--- src/rtl/dual_issue_pair.sv ---
module dual_issue_pair #(
  parameter int IW = 32
) (
  input  logic          clk,
  input  logic          rst_n,
  input  logic          in_valid,
  input  logic [IW-1:0] in_instr0,
  input  logic [IW-1:0] in_instr1,
  output logic          in_ready,
  output logic [3:0]    fill_tag,
  input  logic          stall,
  output logic          int_valid,
  output logic [IW-1:0] int_instr,
  output logic          fp_valid,
  output logic [IW-1:0] fp_instr
);
  localparam int OPW = 6;
  localparam int FMW = 5;

  function automatic logic is_fp(input logic [IW-1:0] w);
    logic [OPW-1:0] op;
    logic [FMW-1:0] fmt;
    op  = w[IW-1 -: OPW];
    fmt = w[IW-1-OPW -: FMW];
    return (op == 6'h13) || (op == 6'h11 && (fmt == 5'h10 || fmt == 5'h11));
  endfunction

  logic          fp0, fp1;
  logic          pd_valid, second;
  logic [IW-1:0] pd_i0, pd_i1;
  logic [2:0]    pd_tag;
  logic          go, consume, cur_fp;
  logic [IW-1:0] cur_i;

  assign fp0      = is_fp(in_instr0);
  assign fp1      = is_fp(in_instr1);
  assign fill_tag = {1'b0, fp1, fp0, fp0 ^ fp1};

  always_ff @(posedge clk) begin
    if (!rst_n) begin
      pd_valid <= 1'b0;
      second   <= 1'b0;
      pd_i0    <= '0;
      pd_i1    <= '0;
      pd_tag   <= '0;
    end else if (in_ready) begin
      pd_valid <= in_valid;
      second   <= 1'b0;
      if (in_valid) begin
        pd_i0  <= in_instr0;
        pd_i1  <= in_instr1;
        pd_tag <= fill_tag[2:0];
      end
    end else if (!stall) begin
      second <= 1'b1;
    end
  end

  assign go       = pd_valid && !stall;
  assign consume  = go && (pd_tag[0] || second);
  assign in_ready = !pd_valid || consume;

  assign cur_i  = second ? pd_i1 : pd_i0;
  assign cur_fp = second ? pd_tag[2] : pd_tag[1];

  assign fp_instr  = pd_tag[0] ? (pd_tag[1] ? pd_i0 : pd_i1) : cur_i;
  assign int_instr = pd_tag[0] ? (pd_tag[1] ? pd_i1 : pd_i0) : cur_i;
  assign fp_valid  = go && (pd_tag[0] || cur_fp);
  assign int_valid = go && (pd_tag[0] || !cur_fp);
endmodule

--- config.mk ---
export PLATFORM = sky130hd
export DESIGN_NAME = dual_issue_pair
export DESIGN_NICKNAME = d
export VERILOG_FILES = /design/src/rtl/dual_issue_pair.sv
export SDC_FILE = /design/constraint.sdc
export NUM_CORES = 1
export LEC_CHECK = 0
export ABC_AREA = 1
export ABC_CLOCK_PERIOD_IN_PS = 1300
export BUFFER_PORTS_ARGS = -buffer_cell sky130_fd_sc_hd__buf_2
export CAP_MARGIN = 20
export CORE_MARGIN = 2
export CORE_UTILIZATION = 51
export CTS_CLUSTER_DIAMETER = 60
export CTS_CLUSTER_SIZE = 10
export DETAILED_ROUTE_END_ITERATION = 8
export PLACE_DENSITY = 0.81
export REMOVE_ABC_BUFFERS = 1
export SLEW_MARGIN = 0
export SYNTH_ARGS = -nofsm -noshare
export SYNTH_HDL_FRONTEND = slang
export SYNTH_SLANG_ARGS = --single-unit
--- constraint.sdc ---
create_clock -name clk -period 1.3 [get_ports clk]
set_input_delay 0.195 -clock clk [delete_from_list [all_inputs] [get_ports clk]]
set_output_delay 0.195 -clock clk [all_outputs]
set_load 0.03 [all_outputs]
==> metrics.yaml <==
status: "complete, but fails checks"
violations: "negative setup slack"
start_kind: "flop"
cts_buffers: 9
arrival_ns: 1.62
placedCellCount: 834
combPwrFrac_pct: 47.2
synth_warnings: 0
p_sw_mw: 3.13
grtUsageTotal_pct: 33.2
worstRegToRegCells: 10
synth_area_per_cell_um2: 6.35
dr.pass1.iters: 6
final.setup.tns_ns: -55.99
report.final.slew_viol_count: 0
cts_hold_buf: 0
min_path_cells: 2
seqPwrFrac_pct: 31.8
die_area_mm2: 0.00854
max_cap_viol_count: 0
pwr-share-clk_pct: 20.9
fill_cells: 348
finalWirelength_um: 20200
grt.busiest_layer: "met2"
io_buffer_count: 137
grt_use_met1_pct: 38.2
grt_max_degree: 45
ioPinCount: 139
multi_input_area_mm2: 0.00254
register_area_mm2: 0.00139
path_clk_slew_ns: 0.08
crit_path_cell_trace: "buf_12 > buf_6 > a21oi_1 > o21ai_1 > nand2_1 > buf_6"
max_stage_delay_ns: 0.38
clock_path_buffers: 2
dp_hpwl_um: 7900
drt_iter0_drc: 592
grt_use_met3_pct: 8.06
via_per_inst: 6.50
power.leakage_nw: 3.13
grt_pass1_wl_um: 22800
drc: 0
ys_types: 19
fin_nets: 863
cts_tree: "yes"
path_common_cell: "buf_6"
yosys.area.top_type: "dfxtp_1"
setup_viol: 137
start_util_pct: 52.2
postLayoutSetupSlackWorst_ns: -0.513
finalHoldViolations: 0
fmax_mhz: 552
fin_crit_ns: 1.81
syn_area_mm2: 0.00399
instances_no_fill: 901
p_sw_share_pct: 40.3
clk_latency_ns: 0.36
clkSinkCount: 69
reg2reg_to: "pd_i0[7]"
p_int_mw: 4.63
overflow: 0
crit_family: "buffers and inverters"
whs_ns: 0.0818
rows: 32
critical-path-slowest-cell: "dfxtp_4"
cp.required_ns: 1.11
cts_max_level: 3
ys_seq_elements: 69
peakVddDrop_uv: 694
power.density_mw_per_mm2: 1130
cts_root_buf: "clkbuf_8"
endpoint_kind: "output pin"
finalPower_mw: 7.76
n_antenna_cell: 0
finClkSkew_ns: 0.0130
worstHoldStart: "stall"
postRouteAntennaNets: 0
hp-class: "in -> reg"
synth_area_leaders: "dfxtp_1 35%, a21oi_1 21%, o21ai_0 17%"
die_x_um: 92.4
antenna_found_initial: 0
cp_max_fo: 8
rsz0062_at_grt: "true"
die_h_um: 92.4
met2_usage_pct: 57.4
synth-seq-area-share_pct: 34.6
r2r_slack_ns: -0.50
reg2reg_from: "second"
drive_gt1_share_pct: 41.7
path_buf_inv: 3
syn_inst: 628
area_delta_synth_final_pct: 72.8
critPathKind: "reg -> out"
synth_top_area_share_pct: 34.6
vias: 5857
gp_congestion: 0.836
post-route-util_pct: 90.2
hold_end: "second"
wl_per_cell_um: 22.5
core_area_mm2: 0.00765
period_share_pct: 139
grt_pass1_vias: 4987
worst-path-stages: 6
==> Yosys cell counts <==
cell,n
inv_1,78
o21ai_1,24
a21boi_0,1
a21oi_1,165
buf_1,5
clkbuf_1,23
buf_6,5
o21ai_0,139
a211oi_1,1
dfxtp_1,69
nand3_1,2
nor2_1,9
nand2_2,1
buf_2,20
nand2_4,1
o21ai_2,1
conb_1,1
nand2_1,80
buf_4,3
==> how the worst max path moves through the flow <==
stage              start            end  slack [ns]
4_1_cts        pd_tag[1]  int_instr[21]       -0.36
3_3_place_gp      second       pd_i0[1]       -0.04
5_1_grt        pd_tag[1]   fp_instr[11]       -0.55
2_1_floorplan  pd_tag[1]    fp_instr[0]       -1.56
6_report       pd_tag[1]   fp_instr[11]       -0.51
3_5_place_dp   pd_tag[0]   fp_instr[27]       -0.09
==> layer usage <==
| metal | wire (µm) | vias to the layer above |
|---|---|---|
| met1 | 6790 | 2665 |
| met2 | 9580 | 565 |
| li1 | - | 2457 |
| met3 | 2350 | 170 |
| met5 | 0 | - |
| met4 | 1520 | 0 |
==> layout make-up <==
type	instances	area share, %
Tap cell	102	1.85
Timing Repair Buffer	211	34.4
Clock buffer	13	2.30
Multi-Input combinational cell	426	36.8
Sequential cell	69	20.2
Clock inverter	2	0.145
Inverter	78	4.32
==> power by group through the flow <==
stage	Combinational (mW)	Clock (mW)	Sequential, mW
final	3.67	1.62	2.47
after CTS	2.87	1.58	2.43
after global routing	3.80	1.70	2.48
after detailed placement	2.15	0	2.46
after floorplan	1.34	0	2.50
after global placement	2.10	0	2.45
==> registers in the layout, indices dropped and copies added (netlist names) <==
name and cells:
pd_tag 3, pd_valid 1, second 1, pd_i0 32, pd_i1 32
==> placed cells by master (no fill, tap or decap), types with 2 or more instances in the layout <==
| cell type | synthesis | final |
|---|---|---|
| o21ai_1 | 24 | 93 |
| nand2_1 | 80 | 74 |
| nor2_2 | 0 | 2 |
| o21ai_2 | 1 | 25 |
| o21ai_0 | 139 | 45 |
| buf_12 | 0 | 13 |
| clkinv_2 | 0 | 2 |
| dfxtp_4 | 0 | 3 |
| dfxtp_1 | 69 | 66 |
| a21oi_4 | 0 | 13 |
| clkbuf_1 | 23 | 2 |
| buf_16 | 0 | 8 |
| a21oi_1 | 165 | 98 |
| clkbuf_16 | 0 | 12 |
| nor2_1 | 9 | 7 |
| inv_1 | 78 | 77 |
| nand2_2 | 1 | 6 |
| buf_8 | 0 | 5 |
| bufbuf_16 | 0 | 3 |
| a21oi_2 | 0 | 54 |
| nand3_1 | 2 | 2 |
| buf_6 | 5 | 83 |
| nand2_8 | 0 | 2 |
| clkbuf_8 | 0 | 11 |
| buf_4 | 3 | 18 |
| buf_2 | 20 | 69 |
==> metrics by stage <==
step                      setup WS [ns]  area, µm²
final                            -0.513       6890
after floorplan                   -1.56       3700
after detailed placement        -0.0882       4800
after CTS                        -0.362       5880
after global placement          -0.0413       4800
after global routing             -0.550       6890
==> kinds of logic (layout without fill, tap and decap cells) <==
family | Yosys count | after routing | synth area share [%]
AOI/OAI and AO/OA | 331 | 331 | 41.8
buffers and inverters | 134 | 304 | 14.5
other | 1 | 1 | 0.0940
DFF | 69 | 69 | 34.6
and+or+nand+nor | 93 | 94 | 9.07
==> what timing repair did <==
item / CTS / global route
setup endpoints to repair: 120 / 136
pin swaps: 6 / 48
buffers inserted: 16 / 10
gates cloned: 11 / 15
gates resized for setup: 191 / 201
Power figures use the tool's default switching activity.
